File: src/rtl/hpc_pkg.sv
package hpc_pkg;
  localparam int CTL_W   = 8;
  localparam int HOST_W  = 4;
  localparam int NSRC    = 3;
  localparam int SRCW    = $clog2(NSRC);
  localparam int MODE_W  = 3;
  localparam logic [MODE_W-1:0] MODE_OFF = 3'b000;
  localparam logic [MODE_W-1:0] MODE_DMA = 3'b100;

  // index order gives priority: highest index wins
  localparam int SRC_RX  = 0;
  localparam int SRC_TX  = 1;
  localparam int SRC_CMD = 2;

  typedef struct packed {
    logic [MODE_W-1:0] mode;
    logic [1:0]        flags;
    logic              cmd_ie;
    logic              tx_ie;
    logic              rx_ie;
  } core_ctl_t;

  typedef struct packed {
    logic aux;    // vec-ack gate, or select bit 1 under DMA
    logic split;  // split pins, or select bit 0 under DMA
    logic tx_en;
    logic rx_en;
  } host_ctl_t;

  function automatic logic mode_known(input logic [MODE_W-1:0] m);
    return (m == MODE_OFF) || (m == MODE_DMA);
  endfunction

  function automatic logic mode_is_dma(input logic [MODE_W-1:0] m);
    return m == MODE_DMA;
  endfunction

  function automatic logic [SRCW-1:0] top_src(input logic [NSRC-1:0] p);
    logic [SRCW-1:0] r;
    r = '0;
    for (int i = 0; i < NSRC; i++)
      if (p[i]) r = SRCW'(i);
    return r;
  endfunction
endpackage

File: src/rtl/hpc_core_reg.sv
module hpc_core_reg
  import hpc_pkg::*;
(
  input  logic             clk,
  input  logic             rst_n,
  input  logic             wr,
  input  logic [CTL_W-1:0] wdata,
  output core_ctl_t        ctl_q,
  output logic             mode_err,
  output logic             dma_on,
  output logic             bad_wr_evt
);
  core_ctl_t wr_val;

  always_comb begin
    wr_val     = core_ctl_t'(wdata);
    bad_wr_evt = wr && !mode_known(wr_val.mode);
  end

  always_ff @(posedge clk) begin
    if (!rst_n) begin
      ctl_q    <= '0;
      mode_err <= 1'b0;
    end else begin
      if (wr)         ctl_q    <= wr_val;
      if (bad_wr_evt) mode_err <= 1'b1;
    end
  end

  assign dma_on = mode_is_dma(ctl_q.mode);
endmodule

File: src/rtl/hpc_flag_mirror.sv
module hpc_flag_mirror
  import hpc_pkg::*;
#(
  parameter int NFLAG = 2,
  parameter int LSB   = 3
) (
  input  logic             clk,
  input  logic             rst_n,
  input  logic             wr,
  input  logic [CTL_W-1:0] wdata,
  output logic [NFLAG-1:0] flags_q
);
  for (genvar g = 0; g < NFLAG; g++) begin : g_flag
    always_ff @(posedge clk) begin
      if (!rst_n)  flags_q[g] <= 1'b0;
      else if (wr) flags_q[g] <= wdata[LSB+g];
    end
  end
endmodule

File: src/rtl/hpc_host_reg.sv
module hpc_host_reg
  import hpc_pkg::*;
(
  input  logic              clk,
  input  logic              rst_n,
  input  logic              wr,
  input  logic [HOST_W-1:0] wdata,
  output host_ctl_t         host_q
);
  always_ff @(posedge clk) begin
    if (!rst_n)  host_q <= '0;
    else if (wr) host_q <= host_ctl_t'(wdata);
  end
endmodule

File: src/rtl/hpc_irq_arb.sv
module hpc_irq_arb
  import hpc_pkg::*;
(
  input  logic [NSRC-1:0] raw,
  input  logic [NSRC-1:0] en,
  output logic [NSRC-1:0] pend,
  output logic            valid,
  output logic [SRCW-1:0] src
);
  for (genvar g = 0; g < NSRC; g++) begin : g_src
    assign pend[g] = raw[g] & en[g];
  end

  assign valid = |pend;
  assign src   = top_src(pend);
endmodule

File: src/rtl/hpc_req_mux.sv
module hpc_req_mux
  import hpc_pkg::*;
(
  input  logic      dma_on,
  input  host_ctl_t host,
  input  logic      hrx_full,
  input  logic      htx_empty,
  input  logic      hack,
  output logic      hreq,
  output logic      hrreq,
  output logic      htreq,
  output logic      vec_ack,
  output logic      dma_ack
);
  logic       rx_want;
  logic       tx_want;
  logic [1:0] dsel;

  assign rx_want = host.rx_en & hrx_full;
  assign tx_want = host.tx_en & htx_empty;
  assign dsel    = {host.aux, host.split};

  always_comb begin
    hreq    = 1'b0;
    hrreq   = 1'b0;
    htreq   = 1'b0;
    vec_ack = 1'b0;
    dma_ack = 1'b0;
    if (dma_on) begin
      case (dsel)
        2'b01: begin hreq = hrx_full;  dma_ack = hack; end
        2'b10: begin hreq = htx_empty; dma_ack = hack; end
        default: ;
      endcase
    end else begin
      if (host.split) begin
        hrreq = rx_want;
        htreq = tx_want;
      end else begin
        hreq = rx_want | tx_want;
      end
      vec_ack = hack & host.aux;
    end
  end
endmodule

File: src/rtl/hostport_ctrl.sv
module hostport_ctrl
  import hpc_pkg::*;
(
  input  logic        clk,
  input  logic        rst_n,
  input  logic        core_wr,
  input  logic [7:0]  core_wdata,
  output logic [7:0]  core_ctl,
  input  logic        host_wr,
  input  logic [3:0]  host_wdata,
  output logic [1:0]  host_flags,
  output logic        mode_err,
  input  logic        cmd_pend,
  input  logic        txd_empty,
  input  logic        rxd_full,
  output logic        irq_valid,
  output logic [1:0]  irq_src,
  input  logic        hrx_full,
  input  logic        htx_empty,
  input  logic        hack,
  output logic        hreq,
  output logic        hrreq,
  output logic        htreq,
  output logic        vec_ack,
  output logic        dma_ack
);
  core_ctl_t       ctl_q;
  host_ctl_t       host_q;
  logic            dma_on;
  logic            bad_wr_evt;
  logic [NSRC-1:0] src_raw;
  logic [NSRC-1:0] src_en;
  logic [NSRC-1:0] src_pend;

  hpc_core_reg u_core (
    .clk(clk), .rst_n(rst_n), .wr(core_wr), .wdata(core_wdata),
    .ctl_q(ctl_q), .mode_err(mode_err), .dma_on(dma_on),
    .bad_wr_evt(bad_wr_evt)
  );

  hpc_flag_mirror #(.NFLAG(2), .LSB(3)) u_mirror (
    .clk(clk), .rst_n(rst_n), .wr(core_wr), .wdata(core_wdata),
    .flags_q(host_flags)
  );

  hpc_host_reg u_host (
    .clk(clk), .rst_n(rst_n), .wr(host_wr), .wdata(host_wdata),
    .host_q(host_q)
  );

  always_comb begin
    src_raw          = '0;
    src_en           = '0;
    src_raw[SRC_RX]  = rxd_full;
    src_raw[SRC_TX]  = txd_empty;
    src_raw[SRC_CMD] = cmd_pend;
    src_en[SRC_RX]   = ctl_q.rx_ie;
    src_en[SRC_TX]   = ctl_q.tx_ie;
    src_en[SRC_CMD]  = ctl_q.cmd_ie;
  end

  hpc_irq_arb u_arb (
    .raw(src_raw), .en(src_en), .pend(src_pend),
    .valid(irq_valid), .src(irq_src)
  );

  hpc_req_mux u_mux (
    .dma_on(dma_on), .host(host_q), .hrx_full(hrx_full),
    .htx_empty(htx_empty), .hack(hack), .hreq(hreq), .hrreq(hrreq),
    .htreq(htreq), .vec_ack(vec_ack), .dma_ack(dma_ack)
  );

  assign core_ctl = ctl_q;
endmodule

File: config.mk
export PLATFORM = sky130hd
export DESIGN_NAME = hostport_ctrl
export DESIGN_NICKNAME = d
export VERILOG_FILES = /design/src/rtl/hpc_pkg.sv /design/src/rtl/hpc_core_reg.sv /design/src/rtl/hpc_flag_mirror.sv /design/src/rtl/hpc_host_reg.sv /design/src/rtl/hpc_irq_arb.sv /design/src/rtl/hpc_req_mux.sv /design/src/rtl/hostport_ctrl.sv
export SDC_FILE = /design/constraint.sdc
export NUM_CORES = 1
export LEC_CHECK = 0
export BUFFER_PORTS_ARGS = -buffer_cell sky130_fd_sc_hd__buf_2
export CORE_ASPECT_RATIO = 1.75
export CORE_MARGIN = 2
export CORE_UTILIZATION = 28
export DETAILED_ROUTE_END_ITERATION = 6
export PLACE_DENSITY = 0.55
export SYNTH_ARGS = -nofsm -noshare
export SYNTH_HDL_FRONTEND = slang
export SYNTH_SLANG_ARGS = --single-unit
File: constraint.sdc
create_clock -name clk -period 1.4 [get_ports clk]
set_input_delay 0.42 -clock clk [delete_from_list [all_inputs] [get_ports clk]]
set_output_delay 0.42 -clock clk [all_outputs]
set_load 0.01 [all_outputs]
# [Word-level counts from Yosys, hierarchy flattened]
# Index checks and enable logic that the tools add are counted.
[word_totals] regBits=15 elab_cells=41
[op_classes] mux=12 eq_ne=4 bitwise_logic=7 reduce_logical=6
[op_table] cell="two-way mux 1 bit" count=10
[op_table] cell="bitwise AND 1 bit" count=6
[op_table] cell="equality test 3 bit, second input constant" count=2
[op_table] cell="zero test 3 bit" count=1
[op_table] cell="OR reduction 3 bit" count=1
[op_table] cell="equality test 2 x 1 -> 1 bit, second input constant" count=1
[op_table] cell="equality test 2 bit, second input constant" count=1
[op_table] cell="two-way mux 2 bit" count=1
[op_table] cell="case mux 1 bit (2 select lines)" count=1
[op_table] cell="OR reduction 2 bit" count=1
[op_table] cell="logical AND 1 bit" count=1
[op_table] cell="zero test 1 bit" count=1
[op_table] cell="logical OR 1 bit" count=1
[op_table] cell="bitwise OR 1 bit" count=1

# [Logic depth before layout (Yosys ltp)]
# Gate-level depths: netlist of run 1.
[logic_depth] word_depth=4 depth_mapped=4 depth_no_buf=4

# [Cells and area by module]
# From an unflattened synthesis of run 1, not the netlist that was laid out.
[hier_totals] hier_cells=70 hier_area_um2=720.7
[by_module_without_submodules] mod="hpc_core_reg" area_each_um2=351.6 seq_area_each_um2=180.2 cells_each=29 n_inst=1
[by_module_without_submodules] mod="hpc_host_reg" area_each_um2=156.4 seq_area_each_um2=80.1 cells_each=13 n_inst=1
[by_module_without_submodules] mod="hpc_req_mux" area_each_um2=100.1 seq_area_each_um2=0.0 cells_each=15 n_inst=1
[by_module_without_submodules] mod="hpc_flag_mirror" area_each_um2=72.6 seq_area_each_um2=40.0 cells_each=6 n_inst=1
[by_module_without_submodules] mod="hpc_irq_arb" area_each_um2=40.0 seq_area_each_um2=0.0 cells_each=7 n_inst=1

# [Worst setup path before layout of run 1]
# No wires, ideal clock.
[synth_path] path_kind="register to output" start="register, netlist name u_core.ctl_q[7]" end="output dma_ack" path_slack_ps=-147 arrival_ps=1127 stages_incl_launch_ff=3 path_buffers=0 t_required_ps=980 cell_sequence="dfxtp_1 -> or3b_4 -> nor3b_1"
[synth_between] elab_chain_cells=2
[synth_lines] item="equality test 3 bit" line_no="hpc_pkg.sv:35" rtl="return m == MODE_DMA;"
[synth_lines] item="two-way mux 1 bit" line_no="hpc_req_mux.sv:29" rtl="if (dma_on) begin"
[synth_lines] item="to (decl)" line_no="hostport_ctrl.sv:25" rtl="output logic dma_ack"
# No other way between the ends.

# [Worst setup path in the final report of run 1]
[layout_path] start="register, netlist name u_core.ctl_q[7]" end="output hreq"
[layout_between] elab_chain_cells=2
[layout_lines] item="equality test 3 bit" line_no="hpc_pkg.sv:35"
[layout_lines] item="two-way mux 1 bit" line_no="hpc_req_mux.sv:29"
[layout_lines] item="to (decl)" line_no="hostport_ctrl.sv:21" rtl="output logic hreq,"
# No other way between the ends.

==> results.txt, run 1 <==
The sequential-to-total area share from yosys stat came out at 0.4094. The fraction of final layout cells with drive strength greater than 1 is 0.5946. The worst supply voltage drop on vdd came out at 568.4 uV.

The number of cells in the design after placement came out at 130. The slack of the critical path came out at -0.3876 ns. The clock reaches the later pin of the worst-skew pair after 0.26 ns. The synthesized net count came out at 89.

The design draws ~0.00083 W. The first element of the critical path is u_core.ctl_q[7]. The count of distinct cell types in the synthesized netlist is 20.

The number of pins exceeding their max-slew limit in the final report is 0. The antenna diode count came out at 0. The number of levels in the clock H-tree is 1. The die is 67.03 um tall. The CTS clock-pin slew for the worst setup and hold paths came out at 0.08 ns. For the finished layout, the period the worst path requires is roughly 1.8 ns.

In the global route stage, overall resource usage came out at 0.1355. The number of CTS-inserted buffers came out at 3. 41 I/O pins were placed. The number of remaining DRC errors came out at 0. The final antenna-violating net count came out at 0.

The die footprint is 0.002682 mm^2. For this block, the initial DRC count from the detailed router was 3. Of the post-synthesis cell area, the dominant cell type holds 0.4094. The worst hold margin came out at 0.4026 ns.

The number of hold violations in the final report is 0. Entering global routing, the biggest net connects 14 pins. The instance area after placement came out at 927.1 um^2.

The number of global-route vias before repair is 648. The leakage component of the power came out at 0.5106 nW. Along the worst path, the maximum fanout reaches 5. Counting along the longest clock path gives a buffer depth of 2. The initial core utilization came out at 0.2999. STA classifies the critical path startpoint as a register.

The congestion estimate from routability-driven global placement came to 0.6398. The final setup violation count came out at 6. The number of antenna violations at the first check in global routing is 0.

The core box area came out at 0.002120 mm^2. The via count is 622. The finished cells cover 988.4 um^2. The total power divided by cell area came out at ~840 mW/mm^2. The area added between synthesis and finish came out at 55.51%. The routed wire length is 1504 um. Derived from the worst setup path, the maximum achievable clock frequency is 559.4 MHz.

By area the synthesized netlist is led by dfxtp_1 41%, mux2i_1 19%, nor2b_1 12%, ha_1 3.9%, buf_4 2.4%. The flow ran to the end, but the final reports show violations. The maximum clock skew at final layout is 0 ns.

The final reports fail on setup timing. The count of input and output buffers came out at 40. In this run the tightest slew margin relative to its limit is 0.8228. The final global-route overflow total is 0. In this run the most critical hold path is launched from core_wdata[4]. The average wire per standard cell is 11.14 um. Clock tree synthesis selected as its root buffer the cell clkbuf_4. The total iterations of the first detailed-routing run came out at 2.

The CTS tree is yes. Setup repair after global routing could not meet its margin everywhere. The worst hold path belongs to the class in -> reg. In this run the critical register-to-register path is launched from u_host.host_q[3].

The start-to-end type of the worst setup path is reg -> out. The initialized floorplan defines 22 standard-cell rows. The setup TNS is -1.941 ns.

The cell count after synthesis came out at 65. The total standard cell area after synthesis came out at 635.6 um^2. The ratio of final minimum period to clock period is 1.277. The synthesis-stage register bit count is 13. The overall die width is about 40 um. Max-cap violations in this run came to 0.

The biggest area contributor in the post-synthesis netlist is dfxtp_1. The number of clock sinks is 13. The data required time at the worst endpoint came out at between 0.9 and 1 ns. The worst setup path is captured at an output port. The count of synthesis-stage warnings from yosys is 0. The data arrival at the endpoint of the critical path came out at 1.37 ns.

The fill cell total of the finished layout came out at 215. The final net count came out at 136. The count of placed standard cells in the final layout, fillers left out came out at 135. Averaged over all synthesized cells, the footprint is 9.779 um^2. The half-perimeter wire length after placement is roughly 1200 um.

The post-detailed-route via-to-cell ratio came out at around 4.6. At the pin with the least slew margin, the transition time is between 0.2 and 0.3 ns. The first-pass GRT wire length came out at 2532 um.
[power breakdown]
part | internal [W] | leakage, nW | switching [W]
clock network | 0.000106 | 0.0177 | 0.000118
logic | 0.000107 | 0.384 | 0.0000884
registers | 0.000394 | 0.109 | 0.0000156
[layout by cell type, fill, tap and decap left out, types with 2 or more instances in the layout]
cell type / n
inv_1: 3
nor2_1: 2
dfxtp_2: 5
nand2_1: 4
o21a_1: 2
clkbuf_4: 3
buf_4: 7
dfxtp_1: 8
nor2b_1: 12
mux2i_1: 12
buf_2: 39
[timing repair]
action,CTS,global route
pin swaps,1,1
resized for setup,5,3
setup buffers,1,0
endpoints found under the setup margin,7,7
hold buffers,0,0
[cell type report]
class	instances	area (um^2)	share of cell area
sequential	13	266.5	0.2696
multi-input combinational	44	394.1	0.3987
tap	24	30.03	0.03038
clock buffer	3	22.52	0.02278
inverter	3	11.26	0.01139
timing repair buffer	47	259.0	0.2620
clock inverter	1	5.005	0.005063
[flip-flops by register name, summed over array words and instances, names as in the netlist]
signal	flops
u_core.ctl_q	8
u_core.mode_err	1
u_host.host_q	4
[layer usage]
metal / global-route usage / wire, um / vias to the layer above
met3: 0.02000 / 127 / 2
met5: 0 / 0 / -
met4: 0.07759 / 14 / 0
met2: 0.2581 / 834 / 31
li1: - / - / 309
met1: 0.1193 / 527 / 280
[cells in the mapped netlist]
master / count
a221oi_1: 1
a22o_1: 1
a22oi_1: 1
and2_1: 1
and3_2: 1
buf_2: 1
buf_4: 2
clkbuf_1: 2
dfxtp_1: 13
ha_1: 2
inv_1: 3
mux2i_1: 12
nand2_1: 4
nand3_1: 1
nor2_1: 3
nor2b_1: 12
nor3b_1: 1
o21a_1: 2
o31ai_2: 1
or3b_4: 1
[critical path, stage by stage, from the launching register on]
cell	delay, ns
dfxtp_2	0.34
or3b_4	0.43
o31ai_4	0.17
buf_2	0.16
[path summary, 6_finish.rpt]
path,to,slack (ns),cells past startpoint
worst max-delay path,hreq,-0.39,3
worst max register to register,u_host.host_q[3],0.62,3
worst min-delay path,u_core.ctl_q[4],0.40,3
worst min register to register,u_core.mode_err,0.46,1
[logic make-up (layout without fill, tap and decap cells)]
kind of cell,count (synthesis),after routing,share of synthesized area
mux,12,12,0.1890
flops,13,13,0.4094
simple gates,24,24,0.2185
buf+inv,8,54,0.06101
compound gates,6,6,0.08268
fa+ha+maj,2,2,0.03936
[stage by stage]
stage          utilization  setup WS [ns]
6_report            0.4664        -0.3876
5_1_grt             0.4664        -0.4676
4_1_cts             0.4640        -0.4076
3_5_place_dp        0.4374        -0.1139
3_3_place_gp        0.4374        -0.1001
2_1_floorplan            -       -0.02303
Note: power is estimated with default switching activity, not from simulation.
==> run 2, diff against run 1 <==
--- a/config.mk
+++ b/config.mk
@@ -6,6 +6,7 @@
 export NUM_CORES = 1
 export LEC_CHECK = 0
 export BUFFER_PORTS_ARGS = -buffer_cell sky130_fd_sc_hd__buf_2
+export CAP_MARGIN = 20
 export CORE_ASPECT_RATIO = 1.75
 export CORE_MARGIN = 2
 export CORE_UTILIZATION = 28
==> constraint.sdc (replaced) <==
create_clock -name clk -period 1.8 [get_ports clk]
set_input_delay 0.54 -clock clk [delete_from_list [all_inputs] [get_ports clk]]
set_output_delay 0.54 -clock clk [all_outputs]
set_load 0.01 [all_outputs]
==> run 2 against run 1 <==
  * The run still ends with setup timing left
  * Sequential cell count unchanged
  * Routed wire length shrank 4.9%
  * Clock-buffer cell count up 1
  * First-iteration DRC count grew to 2.7 times the previous value
  * Utilization fell by 3.8 points
  * Critical endpoint unchanged
  * Highest routed layer unchanged
==> results.txt, run 2 (synthesized netlist as in run 1, its figures left out) <==
Across the routed clock network, the largest skew measured is 0 ns. The starting DRC count in detailed routing came out at 8. For the worst setup path, the data required time is 1.26 ns. The data arrival at the endpoint of the critical path is between 1 and 1.5 ns. The number of flip-flops under the largest register name came out at 8. The initial core utilization came out at 0.2999. After floorplanning, the core was divided into 22 placement rows. The endpoint of the lowest-slack register-to-register path is u_core.ctl_q[6]. The antenna diode count came out at 0.

The critical path is of the reg -> out type. The register-to-register setup slack is 1.06 ns. The routed design has between 1000 and 1500 um of wire. The worst register-to-register path begins at u_core.ctl_q[6].

The number of CTS-inserted buffers is 3. The sequential power share is 0.513. The floorplan step set the die width to 40.02 um. The worst setup timing slack at the placement stage is 0.02373 ns. The peak fanout along the critical path came out at 5. The number of levels in the clock H-tree is 1. Counting cells, the worst reg-to-reg path comes to 3. The detailed-routed wire length on met2 is 723 um.

The actual transition at the worst max-transition pin came out at ~0.26 ns. The critical path startpoint category is a register. In this run the deepest clock path goes through 2 buffers. Counting instances, the worst hold path has a depth of 1.

IR analysis of the VDD net gives a maximum drop of 382.6 uV. The number of antenna violations at the first check in global routing is 0. For the finished layout, the period the worst path requires is 1.918 ns.

The first-pass GRT wire length came out at 2242 um. The CTS tree is yes. The worst hold path belongs to the class reg -> reg. The highest clock rate is 521.3 MHz. The total iterations of the first detailed-routing run is 3.

The final global-route overflow total is 0. The via count is 583. Dividing the detail-routed wire length by the instance count gives 11.00 um. The count of hold buffers inserted by post-cts repair is 0.

The final weighted congestion in routability-driven placement came out at 0.6391. Summed over all nets, the switching power comes to 0.0001612 W. Setup repair after global routing could not meet its margin everywhere.

The internal power summed over all cells is 0.0004613 W. The number of pins exceeding their max-slew limit in the final report is 0. The endpoint of the worst hold-timing path is u_core.mode_err. The number of maximum-capacitance constraint violations is 0. The checks that failed: setup timing.

The core box area came out at about 0.0021 mm^2. The all-layer global routing usage came out at 0.1206. From synthesis to final layout, the design area changed by 42.72%.

The final net count came out at 131. Wire segments on met3 add up to 133 um in the final route. The die footprint is 0.002682 mm^2.

The wire length the detailed router placed on met1 came out at 560 um. The library cells used most frequently in the layout, excluding fill and tap cells, are 40 x buf_2, 12 x mux2i_1, 12 x nor2b_1. Routed signal wires occupy layers up through met4. The analysis attributes to cell leakage a power of roughly 0.47 nW. The largest registers in the layout are u_core.ctl_q x8, u_host.host_q x4, u_core.mode_err x1. The fraction of final layout cells with drive strength greater than 1 is 0.5094.

Detailed placement ended at an HPWL of 1108 um. The pin count of the biggest net entering global routing is 14. The final core utilization is 0.4280. The most flop-heavy register is u_core.ctl_q. The setup TNS is -0.3370 ns. The post-detailed-route via-to-cell ratio came out at 4.485. The tree is rooted in a clkbuf_4. The number of hold violations in the final report is 0. The count of input and output buffers came out at 40. Once detail routing completed, the nets flagged for antenna violations numbered 0. The final setup violation count is 5. The startpoint identified for the worst hold timing path is u_core.mode_err. Of the total power, the clock network draws 0.281. The number of remaining DRC errors came out at 0.

The total power divided by cell area is ~690 mW/mm^2. The run finished, with violations left. The fraction of power spent switching nets is 0.2590. Clock-pin slew was measured on the worst setup and hold paths at 0.07 ns.

The die height came out at 67.03 um. The number of global-route vias before repair was 588. Leaving out fill and tap cells, the most frequent cell in the layout is buf_2.

The worst setup path is captured at an output port. The number of top-level pins is 41. The ratio of final minimum period to clock period came out at 1.066.

The worst pin sits at a relative slew slack of 0.8256. The number of clock sinks came out at 13. After layout, the worst setup slack is -0.1182 ns. The latest clock arrival within the worst-skew pair came out at 0.26 ns. The combinational group share of total power is 0.207.
[run 2: per-layer routing]
layer	track usage	up-vias
met1	0.1173	249
li1	-	298
met4	0.06466	0
met5	0	-
met3	0.02000	2
met2	0.2198	34
[run 2: area by class of cell]
type | instances | area (um^2)
Fill cell | 218 | 1212
Multi-Input combinational cell | 44 | 360.3
Sequential cell | 13 | 264.0
Timing Repair Buffer | 42 | 215.2
Tap cell | 24 | 30.03
Clock buffer | 4 | 26.28
Inverter | 3 | 11.26
[run 2: power by group through the flow]
stage,logic [W],clock network [W],registers [W]
final,0.000129,0.000175,0.000319
after global routing,0.000141,0.000203,0.000323
after CTS,0.000129,0.000185,0.000319
after detailed placement,0.000120,0,0.000325
after global placement,0.000118,0,0.000325
after floorplan,0.0000654,0,0.000329
[run 2: what timing repair did]
item / 4_1_cts / 5_1_grt
buffers inserted: 2 / 0
pin swaps: 2 / 0
setup endpoints to repair: 5 / 6
resized for setup: 5 / 1
[run 2: critical path, cell delays in order (launching register included)]
cell	delay (ns)
dfxtp_2	0.32
or3b_4	0.42
o31ai_2	0.21
buf_2	0.16
[run 2: through the flow]
step	power [W]	std cells	area, um^2	hold slack (ns)
2_1_floorplan	0.0003943	65	635.6	0.5055
3_3_place_gp	0.0004421	124	838.3	0.4477
3_5_place_dp	0.0004451	124	838.3	0.4527
4_1_cts	0.0006326	130	900.9	0.4715
5_1_grt	0.0006673	130	907.1	0.5129
6_report	0.0006225	130	907.1	0.4694
[run 2: worst max-delay path by stage]
stage | startpoint | end | slack [ns] | cells past startpoint
6_report | u_core.ctl_q[6] | hreq | -0.12 | 3
3_3_place_gp | cmd_pend | irq_valid | 0.07 | 5
2_1_floorplan | u_core.ctl_q[7] | dma_ack | 0.13 | 2
4_1_cts | u_core.ctl_q[6] | hreq | -0.13 | 3
5_1_grt | u_core.ctl_q[6] | hreq | -0.20 | 3
3_5_place_dp | cmd_pend | irq_valid | 0.02 | 5
==> run 3, diff against run 2 <==
--- a/config.mk
+++ b/config.mk
@@ -7,7 +7,6 @@
 export LEC_CHECK = 0
 export BUFFER_PORTS_ARGS = -buffer_cell sky130_fd_sc_hd__buf_2
 export CAP_MARGIN = 20
-export CORE_ASPECT_RATIO = 1.75
 export CORE_MARGIN = 2
 export CORE_UTILIZATION = 28
 export DETAILED_ROUTE_END_ITERATION = 6
==> run 3 against run 2 <==
  * The flow still finishes with violations (setup timing)
  * Non-clock buffer count is 1 lower
  * Clock skew stayed put
  * Clock power is 5% higher
  * Die area is 0.56% lower
  * Via count is 0.51% lower
  * Global-route usage is 0.35 points lower
  * Highest routed layer unchanged
  * Sequential power hardly changed
  * Routed wire length is 3.5% lower
  * Worst hold slack better by 0.0052 ns
==> results.txt, run 3 (synthesized netlist as in run 1, its figures left out) <==
The number of hold violations in the final report came out at 0. The number of maximum-capacitance constraint violations came out at 0. Port buffering added 40 buffers. Setup repair after global routing could not meet its margin everywhere. The kind of cell with the highest combined delay along the critical path is simple AND/OR/NAND/NOR gates.

The first-pass GRT wire length is 2290 um. The shortest clock period the worst path allows after layout came out at roughly 1.9 ns. Counting buffers and inverters, the worst setup path is 3 cells deep.

The data required time at the worst endpoint came out at 1.26 ns. Routability-driven placement finished with a final weighted congestion of 0.6870. In this design, the stage delay of the slowest critical-path cell is 0.43 ns. The area added between synthesis and finish came out at 44.09%.

The die footprint came out at around 0.0027 mm^2. Clock skew on the completed layout was measured at 0 ns. The most common library cell in the layout ignoring fill and taps is buf_2. The buffer and inverter count on the worst path came out at 1. The overall power came out at 0.0006300 W. The number of pins exceeding their max-slew limit in the final report is 0.

The routed layout has 580 vias. The fraction of final layout cells with drive strength greater than 1 came out at 0.5143. The cell sitting at the root of the clock tree is a clkbuf_4. The number of clock sinks is 13. In this run the worst hold path is classified as reg -> reg. The worst setup path is captured at an output port.

Measured on the finished design, the core utilization comes to 0.4221. The number of antenna violations at the first check in global routing is 0. The routed wire length is 1380 um. In the final layout, the registers with the most flip-flops are u_core.ctl_q x8, u_host.host_q x4, u_core.mode_err x1. The post-detailed-route via-to-cell ratio came out at 4.361. The critical path startpoint category is a register. The run finished, with violations left. The pin count of the biggest net entering global routing came out at 14.

The CTS tree is yes. The top cell types in the final layout, fill and taps aside, are 39 x buf_2, 12 x mux2i_1, 12 x nor2b_1. The initial core utilization came out at 0.2930. The total power divided by cell area came out at 687.8 mW/mm^2. Along the worst hold path, the cell count comes to 1. In the final design database the tool counted between 100 and 150 nets.

The slowest stage of the critical path belongs to the cell or3b_4. The headroom to the max-slew limit came out at 0.8246. The register with the most flip-flops in the layout has 8 of them.

The final global-route overflow total is 0. At the pin with the least slew margin, the transition time is about 0.26 ns. The highest clock rate came out at 526.4 MHz. More flip-flops sit in one register than any other, and that register is u_core.ctl_q. The ratio of final minimum period to clock period came out at 1.055. In this run the static leakage power is 0.4684 nW.

Hold repair after CTS inserted 0 buffers. The worst register-to-register path has a depth of 3. The pre-antenna-repair detailed-routing pass consisted of 2 iterations. Setup violations remaining at the end of the flow were counted as 5. Of all nets on the critical path, the largest fanout is 5.

The number of top-level pins came out at 41. The checks that failed: setup timing. The antenna diode count is 0. The slack of the critical path came out at -0.09957 ns. Walking the worst path, the cells encountered are or3b_4, o31ai_2, buf_2. At the worst endpoint, the arrival time is 1.36 ns. The CTS clock-pin slew for the worst setup and hold paths is 0.08 ns. The number of levels in the clock H-tree is 1. The worst supply voltage drop on vdd came out at approximately 320 uV. The number of CTS-inserted buffers is 3. The half-perimeter wire length after placement is ~1100 um. The average wire per standard cell is roughly 10 um. The core region is 0.002170 mm^2. Measured along the y axis, the die boundary spans 51.65 um. The number of rows created at floorplan is 17. The starting DRC count in detailed routing is 2.

The die is 51.65 um wide. The latest clock arrival within the worst-skew pair is 0.27 ns. The number of buffers on the longest clock path came out at 2.

The number of global-route vias before repair came out at 551. The start-to-end type of the worst setup path is reg -> out. The final antenna-violating net count came out at 0. The all-layer global routing usage is 0.1172.

The number of remaining DRC errors came out at 0.
[run 3: cell count changes in the layout (fill, tap and decap cells not counted)]
cell     change
buf_2        -1
dfxtp_2      +1
buf_6        +1
buf_4        -1
and3_2       -1
dfxtp_1      -1
and3_4       +1
[run 3: routing by layer]
| metal | track usage | vias up | wire, um |
|---|---|---|---|
| met2 | 0.1859 | 33 | 603 |
| li1 | - | 295 | - |
| met4 | 0.06579 | 0 | 16 |
| met1 | 0.1444 | 250 | 631 |
| met3 | 0.02874 | 2 | 129 |
| met5 | 0 | - | 0 |
[run 3: power breakdown]
group	internal [W]	switching, W	total [W]	leakage [nW]
clock network	0.0000859	0.0000975	0.000183	0.0150
registers	0.000306	0.0000134	0.000320	0.109
logic	0.0000690	0.0000579	0.000127	0.345
[run 3: area by class of cell]
cell class,instances,area [um^2]
Fill cell,246,1254
Multi-Input combinational cell,44,364.1
Sequential cell,13,265.3
Timing Repair Buffer,41,214.0
Tap cell,28,35.03
Clock buffer,4,26.28
Inverter,3,11.26
[run 3: worst paths after layout]
kind                                 startpoint               to  slack [ns]
worst max-delay path            u_core.ctl_q[6]             hreq        -0.1
worst min-delay path            u_core.mode_err  u_core.mode_err        0.47
worst max register to register  u_core.ctl_q[6]  u_core.ctl_q[6]        1.08
worst min register to register  u_core.mode_err  u_core.mode_err        0.47
[run 3: worst reg2reg max path, cell delays in order (launching register included)]
cell	delay, ns
dfxtp_2	0.32
buf_4	0.13
mux2i_1	0.12
nor2b_1	0.06
[run 3: what timing repair did]
item | in CTS | in global routing
endpoints found under the setup margin | 5 | 6
pin swaps | 3 | 2
buffers inserted | 1 | 0
gates resized for setup | 7 | 2
[run 3: metrics by stage]
stage	setup slack, ns	setup TNS [ns]	instance area, um^2	hold slack (ns)	cells
final	-0.09957	-0.3275	915.9	0.4746	133
after global routing	-0.1667	-0.6826	915.9	0.5071	133
after CTS	-0.1140	-0.3975	908.4	0.4738	133
after detailed placement	0.06293	0	843.3	0.4536	128
after global placement	0.07498	0	843.3	0.4501	128
after floorplan	0.1330	0	635.6	0.5055	65
